`src/rtl/sb_pkg.sv`:
```
package sb_pkg;
    localparam int SB_AW = 32;
    localparam int SB_DW = 32;

    typedef struct packed {
        logic             write;
        logic [SB_AW-1:0] addr;
        logic [SB_DW-1:0] data;
    } sb_txn_t;

    typedef enum logic [1:0] {
        RES_IDLE,
        RES_MATCH,
        RES_MISMATCH,
        RES_UNEXP
    } res_state_t;
endpackage

```
`src/rtl/sb_regmodel.sv`:
```
module sb_regmodel #(
    parameter int WORDS = 16,
    parameter int DW    = 32,
    localparam int IW   = $clog2(WORDS)
) (
    input  logic          clk,
    input  logic          rst_n,
    input  logic          wr_en,
    input  logic [IW-1:0] wr_idx,
    input  logic [DW-1:0] wr_data,
    input  logic [IW-1:0] rd_idx,
    output logic [DW-1:0] rd_data
);
    logic [DW-1:0] mem [WORDS];

    always_ff @(posedge clk) begin
        if (!rst_n) begin
            for (int i = 0; i < WORDS; i++) mem[i] <= '0;
        end else if (wr_en) begin
            mem[wr_idx] <= wr_data;
        end
    end

    assign rd_data = mem[rd_idx];

    // a write lands in the addressed word
    a_r2_write_lands: assert property (@(posedge clk) disable iff (!rst_n)
        wr_en |=> mem[$past(wr_idx)] == $past(wr_data));
endmodule

```
`src/rtl/sb_fifo.sv`:
```
module sb_fifo
    import sb_pkg::*;
#(
    parameter int DEPTH = 8,
    localparam int PW   = (DEPTH > 1) ? $clog2(DEPTH) : 1,
    localparam int CW   = $clog2(DEPTH + 1)
) (
    input  logic    clk,
    input  logic    rst_n,
    input  logic    push,
    input  sb_txn_t push_txn,
    input  logic    pop,
    output sb_txn_t head,
    output logic    full,
    output logic    empty
);
    sb_txn_t         slots [DEPTH];
    logic [PW-1:0]   wr_ptr, rd_ptr;
    logic [CW-1:0]   count;

    function automatic logic [PW-1:0] bump(input logic [PW-1:0] p);
        return (p == PW'(DEPTH - 1)) ? '0 : p + PW'(1);
    endfunction

    always_ff @(posedge clk) begin
        if (!rst_n) begin
            wr_ptr <= '0;
            rd_ptr <= '0;
            count  <= '0;
        end else begin
            if (push) begin
                slots[wr_ptr] <= push_txn;
                wr_ptr        <= bump(wr_ptr);
            end
            if (pop) rd_ptr <= bump(rd_ptr);
            unique case ({push, pop})
                2'b10:   count <= count + CW'(1);
                2'b01:   count <= count - CW'(1);
                default: count <= count;
            endcase
        end
    end

    assign head  = slots[rd_ptr];
    assign full  = (count == CW'(DEPTH));
    assign empty = (count == '0);

    // the parent never pushes into a full queue
    a_r5_no_overflow: assert property (@(posedge clk) disable iff (!rst_n)
        full |-> !push);
    // nothing is consumed from an empty queue
    a_r6_no_underflow: assert property (@(posedge clk) disable iff (!rst_n)
        empty |-> !pop);
endmodule

```
`src/rtl/sb_sat_counter.sv`:
```
module sb_sat_counter #(
    parameter int W = 16
) (
    input  logic         clk,
    input  logic         rst_n,
    input  logic         inc,
    output logic [W-1:0] value
);
    always_ff @(posedge clk) begin
        if (!rst_n)                   value <= '0;
        else if (inc && value != '1)  value <= value + W'(1);
    end

    // once at the top the counter stays there
    a_r9_saturate: assert property (@(posedge clk) disable iff (!rst_n)
        (value == '1) |=> (value == '1));
endmodule

```
`src/rtl/txn_scoreboard.sv`:
```
module txn_scoreboard
    import sb_pkg::*;
#(
    parameter int DEPTH     = 8,
    parameter int REG_WORDS = 16,
    parameter int CNT_W     = 16,
    localparam int IW       = $clog2(REG_WORDS)
) (
    input  logic             clk,
    input  logic             rst_n,
    input  logic             exp_valid,
    output logic             exp_ready,
    input  logic             exp_write,
    input  logic [SB_AW-1:0] exp_addr,
    input  logic [SB_DW-1:0] exp_wdata,
    input  logic             obs_valid,
    input  logic             obs_write,
    input  logic [SB_AW-1:0] obs_addr,
    input  logic [SB_DW-1:0] obs_data,
    output logic             match_pulse,
    output logic             mismatch_pulse,
    output logic             unexp_pulse,
    output logic [CNT_W-1:0] pass_count,
    output logic [CNT_W-1:0] fail_count
);
    sb_txn_t    head, push_txn, obs_txn;
    logic       q_full, q_empty, push, pop;
    logic [SB_DW-1:0] model_rd;
    res_state_t state, next_state;

    assign exp_ready = !q_full;
    assign push      = exp_valid && exp_ready;
    assign pop       = obs_valid && !q_empty;

    sb_regmodel #(.WORDS(REG_WORDS), .DW(SB_DW)) u_model (
        .clk     (clk),
        .rst_n   (rst_n),
        .wr_en   (push && exp_write),
        .wr_idx  (exp_addr[IW+1:2]),
        .wr_data (exp_wdata),
        .rd_idx  (exp_addr[IW+1:2]),
        .rd_data (model_rd)
    );

    always_comb begin
        push_txn.write = exp_write;
        push_txn.addr  = exp_addr;
        push_txn.data  = exp_write ? exp_wdata : model_rd;
        obs_txn.write  = obs_write;
        obs_txn.addr   = obs_addr;
        obs_txn.data   = obs_data;
    end

    sb_fifo #(.DEPTH(DEPTH)) u_queue (
        .clk      (clk),
        .rst_n    (rst_n),
        .push     (push),
        .push_txn (push_txn),
        .pop      (pop),
        .head     (head),
        .full     (q_full),
        .empty    (q_empty)
    );

    // next-state decision
    always_comb begin
        if (!obs_valid)          next_state = RES_IDLE;
        else if (q_empty)        next_state = RES_UNEXP;
        else if (head == obs_txn) next_state = RES_MATCH;
        else                     next_state = RES_MISMATCH;
    end

    // state register
    always_ff @(posedge clk) begin
        if (!rst_n) state <= RES_IDLE;
        else        state <= next_state;
    end

    // outputs
    always_comb begin
        match_pulse    = 1'b0;
        mismatch_pulse = 1'b0;
        unexp_pulse    = 1'b0;
        unique case (state)
            RES_IDLE:     ;
            RES_MATCH:    match_pulse    = 1'b1;
            RES_MISMATCH: mismatch_pulse = 1'b1;
            RES_UNEXP:    unexp_pulse    = 1'b1;
        endcase
    end

    sb_sat_counter #(.W(CNT_W)) u_pass (
        .clk (clk), .rst_n (rst_n),
        .inc (next_state == RES_MATCH), .value (pass_count));

    sb_sat_counter #(.W(CNT_W)) u_fail (
        .clk (clk), .rst_n (rst_n),
        .inc (next_state == RES_MISMATCH), .value (fail_count));

    // at most one result pulse at a time
    a_r10_one_result: assert property (@(posedge clk) disable iff (!rst_n)
        $onehot0({match_pulse, mismatch_pulse, unexp_pulse}));
    // stray observation flags an error and leaves counters alone
    a_r6_stray: assert property (@(posedge clk) disable iff (!rst_n)
        (obs_valid && q_empty) |=> unexp_pulse && $stable(pass_count) && $stable(fail_count));
    // a match advances the pass counter unless saturated
    a_r7_pass_step: assert property (@(posedge clk) disable iff (!rst_n)
        match_pulse |-> (pass_count == CNT_W'($past(pass_count) + 1'b1)) || ($past(pass_count) == '1));
    // a mismatch advances the fail counter unless saturated
    a_r8_fail_step: assert property (@(posedge clk) disable iff (!rst_n)
        mismatch_pulse |-> (fail_count == CNT_W'($past(fail_count) + 1'b1)) || ($past(fail_count) == '1));
    // refusal keeps ready low until something is consumed
    a_r5_ready_hold: assert property (@(posedge clk) disable iff (!rst_n)
        (!exp_ready && !obs_valid) |=> !exp_ready);
endmodule

```
`config.mk`:
```
export PLATFORM = sky130hd
export DESIGN_NAME = txn_scoreboard
export DESIGN_NICKNAME = d
export VERILOG_FILES = /design/src/rtl/sb_pkg.sv /design/src/rtl/sb_regmodel.sv /design/src/rtl/sb_fifo.sv /design/src/rtl/sb_sat_counter.sv /design/src/rtl/txn_scoreboard.sv
export SDC_FILE = /design/constraint.sdc
export NUM_CORES = 1
export LEC_CHECK = 0
export BUFFER_PORTS_ARGS = -buffer_cell sky130_fd_sc_hd__buf_2
export CAP_MARGIN = 0
export CORE_MARGIN = 1.5
export CORE_UTILIZATION = 55
export DETAILED_ROUTE_END_ITERATION = 10
export PLACE_DENSITY = 0.72
export SLEW_MARGIN = 40
export SYNTH_ARGS = -nofsm -noshare
export SYNTH_HDL_FRONTEND = slang
export SYNTH_SLANG_ARGS = --single-unit
```
`constraint.sdc`:
```
create_clock -name clk -period 10.2 [get_ports clk]
set_input_delay 1.02 -clock clk [delete_from_list [all_inputs] [get_ports clk]]
set_output_delay 1.02 -clock clk [all_outputs]
set_load 0.02 [all_outputs]
```
* Word level (Yosys, flattened, before mapping)
Memory sizes are Yosys's and may differ from the RTL's. A register that Yosys moved wholly into a read port is not among the register bits. Cells that the tools add are included.
Storage, ports and cells: register bits after elaboration 44, latch bits 0, RAM bits 1032, bits in read-only memories 0, output and inout port bits 36, word-level logic and storage cells 59, memories 2
Memories:
- u_queue.slots | words 8, width 65, read ports 1, clocked after Yosys merged registers in 1, write ports 1, RTL line sb_fifo.sv:17 | sb_txn_t slots [DEPTH];
- u_model.mem | words 16, width 32, read ports 1, clocked after Yosys merged registers in 0, write ports 16, RTL line sb_regmodel.sv:14 | logic [DW-1:0] mem [WORDS];
Cells by class: $add $sub $neg 6, $mul 0, div/mod/pow operators 0, $lt $le $gt $ge 0, equal/unequal tests 13, shift-type cells 0, muxes and demuxes 22, bitwise logic cells 0, reduce and logical (&&, ||, !) cells 10
Operators by type and width (count):
- 65-bit == test | 1
- 32-bit two-way mux | 2
- 16-bit by 1-bit adder with 16-bit output, second input constant | 2
- 16-bit inequality test, second input constant | 2
- 32-bit OR reduction | 1
- 3-bit two-way mux | 4
- 1-bit two-way mux | 11
- 2-bit == test, second input constant | 4
- 4-bit case mux with 2 select lines | 1
- 3-bit by 1-bit adder with 3-bit output, second input constant | 2
- 2-bit by 1-bit == test with 1-bit output, second input constant | 3
- 3-bit == test, second input constant | 2
- 2-bit two-way mux | 3
- 1-bit logical AND | 5
- 4-bit by 1-bit adder with 4-bit output, second input constant | 1
- 4-bit == test, second input constant | 1
- 4-bit logical NOT | 1
- 4-bit two-way mux | 1
- 4-bit by 1-bit subtractor with 4-bit output, second input constant | 1
- 1-bit logical NOT | 2
- 2-bit nonzero test | 1

* Depth between registers and ports, before layout
Gate-level depths: netlist (run 1).
depth after elaboration 9, gate-level depth with buffers 16, mapped depth without buffers 11

* Modules after synthesis
A second synthesis (run 1) with hierarchy kept.
Unflattened totals: cell total of the unflattened synthesis 2578, area, all modules 45936.6 µm²
By module, submodules not included:
- sb_regmodel | instances 1, cells each 1416, area each 22836.9 µm²
- sb_fifo | instances 1, cells each 826, area each 20186.9 µm²
- sb_sat_counter | instances 2, cells each 97, area each 837.1 µm²
- txn_scoreboard | instances 1, cells each 142, area each 1238.7 µm²

* Worst setup path before layout (run 1)
Ideal clock, no wire load.
kind input port to flip-flop, from in rst_n, to mem u_queue.slots[0][0] (netlist bit), enable pin, setup time 568 ps, data arrival time 6385 ps, data required time 9632 ps, slack 3247 ps, stages 5, buffers on the path 2, cell sequence clkbuf_1 > inv_1 > clkbuf_1 > or3_1 > nor3_1
On the way: word-level cells in the longest chain between the ends 2
RTL lines:
- start: declaration | RTL line txn_scoreboard.sv:10 | input logic rst_n,
- 1-bit two-way mux | RTL line sb_fifo.sv:26 | if (!rst_n) begin
- 1-bit two-way mux (implied by the code) | RTL line sb_fifo.sv:32 | slots[wr_ptr] <= push_txn;
- end: declaration | RTL line sb_fifo.sv:17
Every way passes these cells.

==> impl_metrics.yaml, run 1 <==
synthesis:
  synth-compound-area-share: 0.0152
  synth_top_family_by_area: "multiplexers"
  synthTopCellsByCount: "edfxtp_1 (1032), and2_1 (513), mux4_2 (250)"
  synth_seq_area_share: 0.695
  synth_top_cell_area_share: 0.674
  synth_area_leaders: "edfxtp_1 (67%), mux4_2 (12%), and2_1 (7.0%)"
  avgSynthCellArea_sq_um: 17.6
  synthSimpleGateAreaFrac: 0.0952
  ys_types: 49
  synth-edff-count: 1032
  ys_ff_latch: 1079
  ys.flop_type: "edfxtp_1"
  synth.mux.area_fraction: 0.161
  synth_cells: 2610
  mappedNetlistArea_sq_um: 46000
  synth_top_area_cell: "edfxtp_1"
  synth_xor_area_frac: 0.0122
  synth_most_common_cell: "edfxtp_1"
  yosysWarnings: 0
  synthArstFlopShare: 0
  synth_adder_area_share: 0.00289
  syn_nets: 2754
clock_network:
  post_cts_buffers: 0
  hold_buffers: 0
  cts.sink_count: 1079
  numCtsBuffers: 109
  tritoncts: "done"
  root_buffer: "clkbuf_16"
  htree_levels: 3
  clkSlewWorstSetupHoldPaths_ns: 0.07
  worstSkewPairLatency_ns: 0.68
  cts_buffer_depth: 3
  post_cts_resized: 0
finish:
  post-route-cell-area_sq_um: 52300
  drive_above_1_share: 0.266
  area_growth_pct: 13.8
  nets: 2923
floorplan:
  start_util: 0.558
  num_io_pins: 170
  coreArea_sq_um: 82400
  die_area_sq_um: 85300
  num_rows: 105
  die_width_microns: 292
  dieHeight_microns: 292
place:
  place_congestion: 0.768
  detailedPlace.worstSlack_ns: 4.62
  post-dp-hpwl_microns: 64100
  portBuffers: 169
  place_area_sq_um: 48500
route:
  routed-via-count: 24400
  post_drt_wl_per_cell_microns: 27.8
  dr.pass1.iters: 6
  drc: 0
  ant_nets: 0
  drt_iter0_markers: 2554
  finalWirelength_microns: 110000
  via_per_inst: 6.17
sta:
  fin_crit_sh: 0.543
  rsz0062_at_grt: "no"
  relSlewSlack: 0.426
  hold_violations: 0
  whs_ns: 0.474
  slew_violations: 0
  max_freq_ghz: 0.181
  tightest_slew_ns: 0.861
  finalWorstSetupSlack_ns: 4.66
  setup-tns-final_ns: 0
  timing.final.crit_period_ns: 5.54
  setup_viol: 0
  finClkSkew_ns: 0.0240
global_routing:
  grt_usage: 0.260
  grt_pass1_vias: 25000
  overflow: 0
  antenna_found_initial: 10
  grt_max_degree: 76
  grt_pass1_wl_microns: 163000
critical_path:
  crit_type: "reg -> reg"
  worst_r2r_path_depth: 12
  path_max_fanout: 53
  critical_path.endpoint_type: "flip-flop"
  crit_arrival_ns: 6.14
  start_kind: "flip-flop"
  critical_path_required_ns: 10.80
run:
  cap_violations: 0
hold_path:
  hold_depth: 2
  min_path_type: "reg -> reg"
power:
  leakagePower_uw: 0.0179
  power_uw: 10400
  power_density_nw_per_um2: 198
  vdd_drop_max_v: 0.000133
run_status:
  outcome: "finished clean"
cell type report:
| cell class | instances | area [sq um] |
|---|---|---|
| antenna | 4 | 10.0 |
| clock buffer | 128 | 2800 |
| clock inverter | 80 | 940 |
| fill | 5605 | 30100 |
| inverter | 9 | 33.8 |
| multi-input combinational | 1341 | 13500 |
| sequential | 1079 | 31900 |
| tap | 1070 | 1340 |
| timing repair buffer | 239 | 1760 |
cell families after synthesis:
kind of cell               count (synthesis)
buffers and inverters                    190
and+or+nand+nor                          744
AOI/OAI and AO/OA                        103
adders and majority gates                 10
xor gates and xnor gates                  64
DFF                                     1079
muxes                                    420
cells in the final DEF, fill, tap and decap left out, types with 19 or more instances in the layout:
| master | n |
|---|---|
| buf_4 | 39 |
| buf_2 | 167 |
| nand2b_1 | 28 |
| clkinv_2 | 24 |
| nand2_1 | 63 |
| xnor2_1 | 40 |
| clkbuf_16 | 109 |
| clkbuf_1 | 19 |
| nand4_1 | 20 |
| mux4_2 | 250 |
| and2_1 | 513 |
| mux2_2 | 58 |
| dfxtp_1 | 44 |
| edfxtp_1 | 1032 |
| a21oi_1 | 21 |
| mux2i_1 | 112 |
| nor2_1 | 20 |
| xor2_1 | 24 |
through the flow:
step,util,cells
after detailed placement,0.589,3736
final,0.635,3950
after CTS,0.634,3944
after floorplan,-,2610
after global routing,0.635,3948
after global placement,0.583,3714
state kept, by name, summed over array words and instances (netlist names), named ones only:
| signal | count |
|---|---|
| u_queue.rd_ptr | 3 |
| u_queue.wr_ptr | 3 |
| u_pass.value | 16 |
| u_fail.value | 16 |
| u_queue.slots | 520 |
| state | 2 |
| u_queue.count | 4 |
| u_model.mem | 512 |
power breakdown:
group	internal, uW	switching [uW]
combinational	469	651
clock	2440	1720
sequential	5010	73.0
total	7920	2440
layer usage:
metal | part of all wire | up-vias | GRT usage
met4 | 0.025 | 6 | 0.0687
met1 | 0.39 | 12800 | 0.348
met2 | 0.51 | 957 | 0.445
met5 | 0.00035 | - | 0
li1 | - | 10400 | -
met3 | 0.071 | 203 | 0.0441
critical path, cell delays in order (launching register included):
cell	delay, ns
dfxtp_4	0.75
buf_4	0.73
buf_4	0.63
mux2_2	0.29
o22ai_1	0.08
a221oi_1	0.50
xnor2_1	0.19
nand4_1	0.09
or4_1	0.68
or3_1	0.42
buf_4	0.26
or4_1	0.56
a21oi_1	0.15
final timing paths:
check / startpoint / slack [ns] / end
worst max register to register: flip-flop / 4.66 / u_pass.value[11]
worst min-delay path: u_queue.rd_ptr[1] / 0.47 / flip-flop
worst min register to register: u_queue.rd_ptr[1] / 0.47 / flip-flop
worst max-delay path: flip-flop / 4.66 / u_pass.value[11]
Power figures use the tool's default switching activity.
==> run 2: changes to the inputs <==
Clock period 10.2 ns to 5.2 ns, I/O delays scaled along.
==> run 2 against run 1 <==
Clock skew is 0.010 ns higher. Maximum frequency up 19%. Die area unchanged. Clock power up 86%. Utilization is 0.22 points lower. Via count up 0.15%.
==> impl_metrics.yaml, run 2 (synthesis gave the netlist of run 1 again) <==
finish:
  final_common_cell: "edfxtp_1"
  top_regs: "u_queue.slots: 520 flops, u_model.mem: 512 flops"
  regMostFlops: "u_queue.slots"
  nets: 2941
  area_growth_pct: 13.4
  largest_reg_flops: 520
  layout_common_cells: "edfxtp_1 (1032), and2_1 (513), mux4_2 (250)"
  fin_cells: 3962
  post-route-cell-area_sq_um: 52100
  drive_above_1_share: 0.262
global_routing:
  grt_usage: 0.259
  grt_pass1_wl_microns: 162000
  grt_max_degree: 85
  antenna_found_initial: 11
  overflow: 0
  grt_pass1_vias: 25200
clock_network:
  hold_buffers: 0
  numCtsBuffers: 107
  cts_buffer_depth: 3
  post_cts_buffers: 0
  worstSkewPairLatency_ns: 0.69
  post_cts_resized: 0
  htree_levels: 3
  cts.sink_count: 1079
  clkSlewWorstSetupHoldPaths_ns: 0.07
  root_buffer: "clkbuf_16"
  tritoncts: "done"
critical_path:
  critical_path.max_stage_delay_ns: 0.75
  start_kind: "flip-flop"
  path_cells: "buf_4 > buf_4 > mux4_2 > mux2i_1 > xor2_1 > o2111ai_1 > nor4_1 > nand4_1 > or3_1 > or4_1 > a21oi_1"
  path_max_fanout: 22
  critical_path_required_ns: 5.82
  critical_path.endpoint_type: "flip-flop"
  worst_path_max_delay_cell: "or3_1"
  crit_arrival_ns: 5.26
  crit_type: "reg -> reg"
  path_common_cell: "buf_4"
power:
  leakagePower_uw: 0.0178
  power_uw: 19900
  vdd_drop_max_v: 0.000313
  power_density_nw_per_um2: 382
hold_path:
  min_path_type: "in -> reg"
floorplan:
  start_util: 0.558
  die_area_sq_um: 85300
  dieHeight_microns: 292
  coreArea_sq_um: 82400
  num_rows: 105
  die_width_microns: 292
  num_io_pins: 170
sta:
  finClkSkew_ns: 0.0340
  relSlewSlack: 0.452
  fin_crit_sh: 0.893
  slew_violations: 0
  rsz0062_at_grt: "no"
  hold_violations: 0
  setup-tns-final_ns: 0
  max_freq_ghz: 0.215
  whs_ns: 0.0937
  tightest_slew_ns: 0.822
  timing.final.crit_period_ns: 4.65
  setup_viol: 0
route:
  via_per_inst: 6.16
  routed-via-count: 24400
  dr.pass1.iters: 7
  ant_nets: 0
  finalWirelength_microns: 110000
  post_drt_wl_per_cell_microns: 27.7
  drt_iter0_markers: 2445
  drc: 0
place:
  place_area_sq_um: 48600
  place_congestion: 0.789
  post-dp-hpwl_microns: 66200
  portBuffers: 169
  dp.cells: 3758
run:
  cap_violations: 0
run_status:
  outcome: "finished clean"
[run 2: changes by cell type in the layout (fill, tap and decap cells not counted), sizes merged]
cell,previous run,this run
buf,238,258
clkbuf,129,143
clkinv,48,41
inv,18,11
bufinv,18,12
clkinvlp,5,2
diode,4,5
[run 2: area by class of cell]
class                           instances  area (sq um)
Sequential cell                      1079         31900
Multi-Input combinational cell       1341         13400
Inverter                                9          33.8
Antenna cell                            5          12.5
Timing Repair Buffer                  259          1820
Fill cell                            5637         30200
Clock inverter                         57           706
Tap cell                             1070          1340
Clock buffer                          142          2830
[run 2: worst paths after layout]
path / from / endpoint / slack (ns) / depth (start not counted)
worst min-delay path: obs_valid / state[1] / 0.09 / 3
worst min register to register: u_pass.value[8] / u_pass.value[8] / 0.49 / 2
worst max register to register: flip-flop / u_pass.value[13] / 0.55 / 11
worst max-delay path: flip-flop / u_pass.value[13] / 0.55 / 11
[run 2: critical path: cells and delay by family (launching register included)]
family	cells	cell delay, ns
and+or+nand+nor	4	2.02
muxes	2	0.96
DFF	1	0.63
buffers and inverters	2	0.50
AOI/OAI and AO/OA	2	0.27
xor gates and xnor gates	1	0.19
[run 2: routing by layer]
| layer | global-route usage | share of wire |
|---|---|---|
| met5 | 0 | 0.00037 |
| met4 | 0.0692 | 0.023 |
| met3 | 0.0376 | 0.071 |
| met2 | 0.448 | 0.52 |
| met1 | 0.347 | 0.39 |
[run 2: through the flow]
step / setup WS [ns] / util
floorplan: 0.492 / -
global placement: 0.604 / 0.588
detailed placement: 0.553 / 0.590
CTS: 0.550 / 0.633
global route: 0.264 / 0.633
finish: 0.555 / 0.633
[run 2: power by group]
group          switching [uW]  total, uW  internal (uW)
clock                    3280       7730           4450
combinational            1230       2170            935
sequential                171      10000           9840
